--- src/rtl/mw_eeprom_pkg.sv ---
package mw_eeprom_pkg;

  localparam int DATA_W = 16;

  localparam logic [1:0] OP_EXT   = 2'b00;
  localparam logic [1:0] OP_WRITE = 2'b01;
  localparam logic [1:0] OP_READ  = 2'b10;
  localparam logic [1:0] OP_ERASE = 2'b11;

  localparam logic [1:0] EXT_WDS  = 2'b00;
  localparam logic [1:0] EXT_WRAL = 2'b01;
  localparam logic [1:0] EXT_ERAL = 2'b10;
  localparam logic [1:0] EXT_WEN  = 2'b11;

  typedef struct packed {
    logic loadRead;
    logic shiftRead;
    logic shiftData;
    logic wrWord;
    logic eraseWord;
    logic wrAll;
    logic eraseAll;
    logic setWen;
    logic clrWen;
  } mwStrobe_t;

endpackage

--- src/rtl/mw_eeprom_ctrl.sv ---
module mw_eeprom_ctrl
  import mw_eeprom_pkg::*;
#(
  parameter int ADDR_W = 6
) (
  input  logic              sck,
  input  logic              rstN,
  input  logic              chipSel,
  input  logic              dataIn,
  input  logic              busy,
  output mwStrobe_t         strb,
  output logic [ADDR_W-1:0] wordAddr,
  output logic              readPhase,
  output logic              idlePhase
);

  localparam int CMD_LEN = ADDR_W + 2;
  localparam int MAX_LEN = (CMD_LEN > DATA_W) ? CMD_LEN : DATA_W;
  localparam int CNT_W   = $clog2(MAX_LEN);

  typedef enum logic [2:0] {ST_IDLE, ST_CMD, ST_DATA, ST_READ, ST_DONE} state_t;

  state_t             state, nextState;
  logic [CNT_W-1:0]   bitCnt;
  logic [CMD_LEN-2:0] cmdReg;
  logic [CMD_LEN-1:0] cmdFull;
  logic [ADDR_W-1:0]  addrReg;
  logic               fillAll;
  logic [1:0]         opCode, extCode;
  logic               cmdDone, dataDone;

  assign cmdFull  = {cmdReg, dataIn};
  assign opCode   = cmdFull[CMD_LEN-1 -: 2];
  assign extCode  = cmdFull[ADDR_W-1 -: 2];
  assign cmdDone  = (state == ST_CMD)  && (bitCnt == CNT_W'(CMD_LEN - 1));
  assign dataDone = (state == ST_DATA) && (bitCnt == CNT_W'(DATA_W - 1));

  always_comb begin
    strb      = '0;
    nextState = state;
    wordAddr  = (state == ST_CMD) ? cmdFull[ADDR_W-1:0] : addrReg;
    case (state)
      ST_IDLE: if (dataIn && !busy) nextState = ST_CMD;
      ST_CMD: begin
        if (cmdDone) begin
          nextState = ST_DONE;
          case (opCode)
            OP_READ: begin
              strb.loadRead = 1'b1;
              nextState     = ST_READ;
            end
            OP_WRITE: nextState = ST_DATA;
            OP_ERASE: strb.eraseWord = 1'b1;
            default: begin
              case (extCode)
                EXT_WEN:  strb.setWen   = 1'b1;
                EXT_WDS:  strb.clrWen   = 1'b1;
                EXT_ERAL: strb.eraseAll = 1'b1;
                default:  nextState     = ST_DATA;
              endcase
            end
          endcase
        end
      end
      ST_DATA: begin
        strb.shiftData = 1'b1;
        if (dataDone) begin
          strb.wrAll  = fillAll;
          strb.wrWord = !fillAll;
          nextState   = ST_DONE;
        end
      end
      ST_READ: strb.shiftRead = 1'b1;
      default: ;
    endcase
    if (!chipSel) begin
      strb      = '0;
      nextState = ST_IDLE;
    end
  end

  always_ff @(posedge sck or negedge rstN) begin
    if (!rstN) begin
      state   <= ST_IDLE;
      bitCnt  <= '0;
      cmdReg  <= '0;
      addrReg <= '0;
      fillAll <= 1'b0;
    end else begin
      state  <= nextState;
      bitCnt <= (nextState != state) ? '0 : bitCnt + 1'b1;
      if (state == ST_CMD) cmdReg <= {cmdReg[CMD_LEN-3:0], dataIn};
      if (cmdDone) begin
        addrReg <= cmdFull[ADDR_W-1:0];
        fillAll <= (opCode == OP_EXT);
      end
    end
  end

  assign readPhase = (state == ST_READ);
  assign idlePhase = (state == ST_IDLE);

  AST_CS_ABORT: assert property (@(posedge sck) disable iff (!rstN)
    !chipSel |=> state == ST_IDLE);
  AST_BUSY_HOLDS_IDLE: assert property (@(posedge sck) disable iff (!rstN)
    (state == ST_IDLE && busy) |=> state == ST_IDLE);
  AST_ONE_ACTION: assert property (@(posedge sck) disable iff (!rstN)
    $countones({strb.loadRead, strb.wrWord, strb.eraseWord, strb.wrAll,
                strb.eraseAll, strb.setWen, strb.clrWen}) <= 1);

endmodule

--- src/rtl/mw_eeprom_dp.sv ---
module mw_eeprom_dp
  import mw_eeprom_pkg::*;
#(
  parameter int ADDR_W      = 6,
  parameter int PROG_CYCLES = 20
) (
  input  logic              sck,
  input  logic              rstN,
  input  logic              dataIn,
  input  mwStrobe_t         strb,
  input  logic [ADDR_W-1:0] wordAddr,
  output logic              busy,
  output logic              readBit
);

  localparam int WORDS = 1 << ADDR_W;
  localparam int CNT_W = $clog2(PROG_CYCLES + 1);

  logic [DATA_W-1:0] mem [WORDS];
  logic [DATA_W-2:0] dataReg;
  logic [DATA_W:0]   rdShift;
  logic [CNT_W-1:0]  busyCnt;
  logic              wen;
  logic              progReq, progGo, eraseOp, allOp;
  logic [DATA_W-1:0] fillVal;

  assign progReq = strb.wrWord | strb.eraseWord | strb.wrAll | strb.eraseAll;
  assign progGo  = progReq & wen;
  assign eraseOp = strb.eraseWord | strb.eraseAll;
  assign allOp   = strb.wrAll | strb.eraseAll;
  assign fillVal = eraseOp ? '1 : {dataReg, dataIn};

  always_ff @(posedge sck or negedge rstN) begin
    if (!rstN) begin
      for (int w = 0; w < WORDS; w++) mem[w] <= '1;
    end else if (progGo) begin
      for (int w = 0; w < WORDS; w++)
        if (allOp || (w == int'(wordAddr))) mem[w] <= fillVal;
    end
  end

  always_ff @(posedge sck or negedge rstN) begin
    if (!rstN) begin
      wen     <= 1'b0;
      busyCnt <= '0;
      dataReg <= '0;
      rdShift <= '0;
    end else begin
      if (strb.setWen) wen <= 1'b1;
      else if (strb.clrWen) wen <= 1'b0;
      if (progGo) busyCnt <= CNT_W'(PROG_CYCLES);
      else if (busyCnt != '0) busyCnt <= busyCnt - 1'b1;
      if (strb.shiftData) dataReg <= {dataReg[DATA_W-3:0], dataIn};
      if (strb.loadRead) rdShift <= {1'b0, mem[wordAddr]};
      else if (strb.shiftRead) rdShift <= {rdShift[DATA_W-1:0], 1'b0};
    end
  end

  assign busy    = (busyCnt != '0);
  assign readBit = rdShift[DATA_W];

  AST_PROTECTED_NO_BUSY: assert property (@(posedge sck) disable iff (!rstN)
    (!wen && !busy && progReq) |=> !busy);
  AST_ACCEPT_BUSY: assert property (@(posedge sck) disable iff (!rstN)
    (wen && progReq) |=> busy);
  AST_READ_DUMMY: assert property (@(posedge sck) disable iff (!rstN)
    strb.loadRead |=> !readBit);

endmodule

--- src/rtl/mw_eeprom.sv ---
module mw_eeprom
  import mw_eeprom_pkg::*;
#(
  parameter int ADDR_W      = 6,
  parameter int PROG_CYCLES = 20
) (
  input  logic sck,
  input  logic rstN,
  input  logic chipSel,
  input  logic dataIn,
  output logic dataOut
);

  mwStrobe_t         strb;
  logic [ADDR_W-1:0] wordAddr;
  logic              busy, readBit, readPhase, idlePhase;

  mw_eeprom_ctrl #(.ADDR_W(ADDR_W)) u_ctrl (
    .sck(sck), .rstN(rstN), .chipSel(chipSel), .dataIn(dataIn), .busy(busy),
    .strb(strb), .wordAddr(wordAddr), .readPhase(readPhase), .idlePhase(idlePhase)
  );

  mw_eeprom_dp #(.ADDR_W(ADDR_W), .PROG_CYCLES(PROG_CYCLES)) u_dp (
    .sck(sck), .rstN(rstN), .dataIn(dataIn), .strb(strb), .wordAddr(wordAddr),
    .busy(busy), .readBit(readBit)
  );

  assign dataOut = chipSel & (readPhase ? readBit : (idlePhase & ~busy));

endmodule

--- config.mk ---
export PLATFORM = sky130hd
export DESIGN_NAME = mw_eeprom
export DESIGN_NICKNAME = d
export VERILOG_FILES = /design/src/rtl/mw_eeprom_pkg.sv /design/src/rtl/mw_eeprom_ctrl.sv /design/src/rtl/mw_eeprom_dp.sv /design/src/rtl/mw_eeprom.sv
export SDC_FILE = /design/constraint.sdc
export NUM_CORES = 2
export LEC_CHECK = 0
export BUFFER_PORTS_ARGS = -buffer_cell sky130_fd_sc_hd__buf_2
export CORE_ASPECT_RATIO = 1.75
export CORE_MARGIN = 5
export CORE_UTILIZATION = 49
export DETAILED_ROUTE_END_ITERATION = 6
export GPL_TIMING_DRIVEN = 0
export HOLD_SLACK_MARGIN = 0.06
export SYNTH_ARGS = -nofsm -noshare
export SYNTH_HDL_FRONTEND = slang
export SYNTH_SLANG_ARGS = --single-unit
export TNS_END_PERCENT = 50
--- constraint.sdc ---
create_clock -name sck -period 6.9 [get_ports sck]
set_clock_uncertainty 0.1 [all_clocks]
set_input_delay 1.38 -clock sck [delete_from_list [all_inputs] [get_ports sck]]
set_output_delay 1.38 -clock sck [all_outputs]
set_load 0.02 [all_outputs]
== Word-level counts from Yosys, hierarchy flattened ==
Cells that the tools add are included.
Operators by class
  $add $sub $neg: 2
  muxes and demuxes: 38
  order comparisons: 1
  bitwise logic cells: 10
  equal/unequal tests: 74
  reductions and logical operators: 143
Operators by type and width (number)
  6-bit == test (first input constant): 32
  2-bit AND reduction: 64
  16-bit binary-select mux with 6-bit select: 1
  5-bit by 6-bit == test with 1-bit output (first input constant): 16
  1-bit logical OR: 64
  4-bit by 6-bit == test with 1-bit output (first input constant): 8
  16-bit 2-to-1 mux: 3
  17-bit 2-to-1 mux: 2
  3-bit by 6-bit == test with 1-bit output (first input constant): 4
  3-bit 2-to-1 mux: 8
  3-bit case mux with 3 select lines: 2
  1-bit 2-to-1 mux: 16
  2-bit by 6-bit == test with 1-bit output (first input constant): 2
  5-bit 2-to-1 mux: 2
  9-bit 2-to-1 mux: 1
  2-bit == test (second input constant): 4
  7-bit greater-or-equal comparator (second input constant): 1
  6-bit NOT with 7-bit output: 1
  1-bit by 6-bit == test with 1-bit output (first input constant): 1
  3-bit by 2-bit == test with 1-bit output (second input constant): 2
  6-bit zero test: 1
  6-bit 2-to-1 mux: 1
  2-bit nonzero test: 3
  3-bit OR reduction: 2
  other kinds (17): 27
Word-level totals
  input bits: 4
  logic and storage cells: 341
  register bits: 1083
  output and inout bits: 1

== Depth between registers and ports, before layout ==
  depth in word-level cells: 11
  depth in mapped cells: 12
  gate-level depth less buffers: 9

== Modules after synthesis ==
From an unflattened synthesis, not the netlist that was laid out.
Unflattened totals
  cells, all modules: 4522
  area, all modules: 49274.8 sq um
By module, submodules not included
  mw_eeprom_dp: sequential area each 27856.7 sq um, area an instance 48073.6 sq um, instances 1, cells each 4379
  mw_eeprom_ctrl: sequential area each 525.5 sq um, area an instance 1182.4 sq um, instances 1, cells each 141
  mw_eeprom: sequential area each 0.0 sq um, area an instance 18.8 sq um, instances 1, cells each 2

== Worst setup path before layout ==
Ideal clock, no wire load.
  path kind: input to output
  start: input chipSel
  end: output dataOut
  cell stages on the path: 3
  arrival time: 2.146 ns
  path buffers: 1
  data required time: 5.420 ns
  slack: 3.274 ns
  cell sequence: buf_2 inv_1 nor3_1
Between the ends
  longest elaborated chain between the ends: 1
Ends and longest elaborated chain
  start, declared: line mw_eeprom.sv:9  | input logic chipSel,
  1-bit AND: line mw_eeprom.sv:28  | assign dataOut = chipSel & (readPhase ? readBit : (idlePhase & ~busy));
  end, declared: line mw_eeprom.sv:11  | output logic dataOut
No other way between the ends.

== Final worst setup path ==
  start: register u_ctrl.state[1]
  end: register u_dp.rdShift[5]
Between the ends
  longest elaborated chain between the ends: 7
  elaborated cells between the ends (all ways): 14
  those cells by class: eq/ne (2); mux (9); bitwise (1); reduce/logical (2)
Ends and longest elaborated chain
  start, declared: line mw_eeprom_ctrl.sv:23  | state_t state, nextState;
  start signal, assigned: line mw_eeprom_ctrl.sv:90  | state <= nextState;
  3-bit by 1-bit == test with 1-bit output: line mw_eeprom_ctrl.sv:35, mw_eeprom_ctrl.sv:41, mw_eeprom_ctrl.sv:42
  6-bit 2-to-1 mux: line mw_eeprom_ctrl.sv:41  | wordAddr = (state == ST_CMD) ? cmdFull[ADDR_W-1:0] : addrReg;
  6-bit NOT with 7-bit output (not written as such): line mw_eeprom_dp.sv:54  | if (strb.loadRead) rdShift <= {1'b0, mem[wordAddr]};
  16-bit binary-select mux with 6-bit select: line mw_eeprom_dp.sv:54
  16-bit 2-to-1 mux (not written as such) (2 in series): line mw_eeprom_dp.sv:54
  17-bit 2-to-1 mux: line mw_eeprom_dp.sv:54
  end signal, assigned: line mw_eeprom_dp.sv:54
  end signal, assigned: line mw_eeprom_dp.sv:55  | else if (strb.shiftRead) rdShift <= {rdShift[DATA_W-1:0], 1'b0};
  end, declared: line mw_eeprom_dp.sv:21  | logic [DATA_W:0] rdShift;
Parallel ways exist; a longest one is shown, timed or not. The select of a mux whose other input is x is not followed.
A chain may end at the register's enable or synchronous reset.

==> impl_metrics.tcl <==
set metrics [dict create \
    syn_inst 5097 \
    grt_max_degree 174 \
    vias 42800 \
    r2r_cells 9 \
    cp_slowest_stage_delay_ps 1230 \
    hold_violations 0 \
    path_clk_slew_ps 70 \
    drc 8 \
    clockBufferDepth 3 \
    hold_end "u_dp.mem[975]" \
    power.switching_mw 4.50 \
    cts_root_buf "clkbuf_16" \
    pwr-share-comb 0.148 \
    rr_startpoint "u_ctrl.state[1]" \
    slew_headroom -0.0932 \
    initial_utilization 0.491 \
    synthFlopType "dfstp_2" \
    layout-drive-gt1-share 0.285 \
    multi_input_area_sq_um 19500 \
    outcome "complete, but fails checks" \
    wl_per_cell_um 35.3 \
    post_cts_resized 0 \
    pwr-share-seq 0.428 \
    synth_nets 5108 \
    switching_share 0.298 \
    clock_latency_ps 760 \
    post-cts-setup-buffers 0 \
    grt_pass1_vias 41500 \
    pwr-share-clk 0.424 \
    cts_tree "built" \
    powerDensity_nw_per_um2 269 \
    synth_seq_cells 1083 \
    period_minus_slack_ps 6250 \
    cts_hold_buffers 0 \
    critPathSlowestCell "o41ai_1" \
    setup_viol 0 \
    yosys_warnings 0 \
    area_growth_pct 12.2 \
    min_path_cells 2 \
    period_share 0.906 \
    first_pass_iters 7 \
    final_cell_area_sq_um 56100 \
    worst_setup_path_start_kind "flop" \
    final_util 0.552 \
    fmax_mhz 160 \
    async_flop_share 1.00 \
    antenna_found_initial 20 \
    worstHoldStart "u_dp.mem[975]" \
    hpwl_um 172000 \
    die_h_um 432 \
    hold_class "flop to flop" \
    leakagePower_nw 21.9 \
    tightest_slew_ps 1640 \
    cp.buffers_inverters 2 \
    p_int_mw 10.6 \
    grt_pass1_wl_um 324000 \
    crit_required_ps 7400 \
    fillers 9446 \
    crit_chain "or3b_1, buf_6, mux2i_1, nand2_1, clkbuf_1, o22ai_1, o41ai_1, o2111ai_1, a2bb2oi_1" \
    ios 5 \
    synthesis.area_sq_um 49900 \
    htree_levels 3 \
    final_nets 5245 \
    r2r-end "u_dp.rdShift[5]" \
    hold_ws_ps 364 \
    r2r_setup_slack_ps 650 \
    ant_nets 0 \
    maxCapViolCount 8 \
    gp_congestion 1.07 \
    p_total_mw 15.1 \
    crit_arrival_ps 6750 \
    coreArea_sq_um 102000 \
    timing.critical_path.max_delay_family "compound AO/OA/AOI/OAI gates" \
    path_class "flop to flop" \
    num_rows 155 \
    numClockSinks 1083 \
    setup_tns_ps 0 \
    regArea_sq_um 28400 \
    synth_edf_count 0 \
    die_area_sq_um 109000 \
    cts_buffers 103 \
    place_area_sq_um 52300 \
    yosys.cell_types.count 70 \
    viasPerCell 6.42 \
    final-max-slew-violation-count 58 \
    first_iter_violations 4713 \
    portBuffers 3 \
    globalRouteOverflowTotal 0 \
    rsz0062_at_grt "false" \
    crit_fanout 10 \
    grt_usage 0.426 \
    wl_um 236000 \
    yosysSeqAreaShare 0.568 \
    die-width_um 251 \
    ir_drop_mv 0.213 \
    violations "DRC, capacitance limit, slew limit" \
    end_kind "flop" \
    syn_area_per_cell_sq_um 9.80 \
]
[layer usage]
layer | GRT usage | share of wire | wire (um) | vias to the layer above
li1 | - | - | - | 17900
met1 | 0.470 | 0.33 | 78900 | 21400
met5 | 0 | 0 | 0 | -
met2 | 0.660 | 0.45 | 106000 | 2531
met4 | 0.420 | 0.13 | 30000 | 0
met3 | 0.102 | 0.086 | 20300 | 968
[tightest hold or removal path, cell delays in order (launching register included)]
cell	delay (ps)
dfstp_2	370
nand2_1	40
o21ai_1	50
[kinds of logic (layout without fill, tap and decap cells)]
kind of cell | count (synthesis) | after routing | synth area share
muxes | 391 | 391 | 0.0884
buffers and inverters | 490 | 715 | 0.0445
AOI/OAI and AO/OA | 1499 | 1499 | 0.167
other | 0 | 19 | 0
and+or+nand+nor | 1623 | 1623 | 0.129
DFF | 1083 | 1083 | 0.568
xor gates and xnor gates | 4 | 4 | 0.000702
adders and majority gates | 7 | 7 | 0.00175
[metrics by stage]
| step | setup slack, ps | std cells |
|---|---|---|
| floorplan | 3270 | 5097 |
| global placement | -18910 | 6434 |
| detailed placement | 601 | 6463 |
| CTS | 969 | 6656 |
| global route | 1150 | 6657 |
| finish | 650 | 6675 |
[flip-flops by register name, summed over array words and instances, names as in the netlist]
name            cells
u_ctrl.addrReg      6
u_ctrl.cmdReg       7
u_ctrl.state        3
u_ctrl.bitCnt       4
u_dp.busyCnt        5
u_ctrl.fillAll      1
u_dp.mem         1024
u_dp.dataReg       15
u_dp.rdShift       17
u_dp.wen            1
[worst max path at each step]
stage                          startpoint               end  slack (ps)  cells past startpoint
after floorplan                   chipSel           dataOut        3270                      3
after global placement               rstN  u_dp.dataReg[14]      -18910                      1
after detailed placement           dataIn   u_dp.rdShift[9]         600                     12
after CTS                 u_ctrl.state[1]   u_dp.rdShift[5]         970                      9
after global routing      u_ctrl.state[1]   u_dp.rdShift[5]        1150                      9
final                     u_ctrl.state[1]   u_dp.rdShift[5]         650                      9
[layout by cell type (no fill, tap or decap), types with 97 or more instances in the layout]
master / synthesis / routed
o21ai_0: 599 / 598
clkbuf_16: 0 / 108
o22ai_1: 97 / 97
nand2_1: 1037 / 1037
a21oi_1: 396 / 396
o21ai_1: 169 / 170
nor2_1: 427 / 411
clkbuf_1: 281 / 296
mux2i_1: 322 / 321
dfstp_2: 1024 / 1024
buf_2: 117 / 120
[final cells by class]
class | instances | share of cell area
multi-input combinational | 3524 | 0.348
clock inverter | 47 | 0.0120
clock buffer | 146 | 0.0547
antenna | 19 | 0.000848
sequential | 1083 | 0.506
tap | 1334 | 0.0298
timing repair buffer | 32 | 0.00906
inverter | 32 | 0.00214
buffer | 458 | 0.0375
[power groups by stage]
stage                     sequential, mW  combinational, mW  clock (mW)
final                               6.47               2.23        6.40
after global placement              6.53               2.08           0
after floorplan                     6.55              0.948           0
after CTS                           6.47               2.11        6.40
after detailed placement            6.56               2.11           0
after global routing                6.47               2.19        6.65
[synthesized netlist by cell type (all sizes together) (9+ instances only)]
library cell	n	area, sq um
dfrtp	59	1480
inv	32	120
mux2	31	353
nor3	12	75.1
a211oi	68	510
o22ai	97	607
a31oi	30	188
nor2	428	1610
mux2i	324	3250
nand2	1039	3900
a21oi	406	2070
nand4	16	100
clkbuf	281	1050
a221oi	22	193
and2	17	106
a32oi	13	114
mux4	36	811
a2111oi	10	93.8
buf	177	1050
nand2b	11	68.8
o211ai	9	67.6
o41ai	16	140
nand3	65	325
o21ai	768	3840
dfstp	1024	26900
Note: power is estimated with default switching activity, not from simulation.
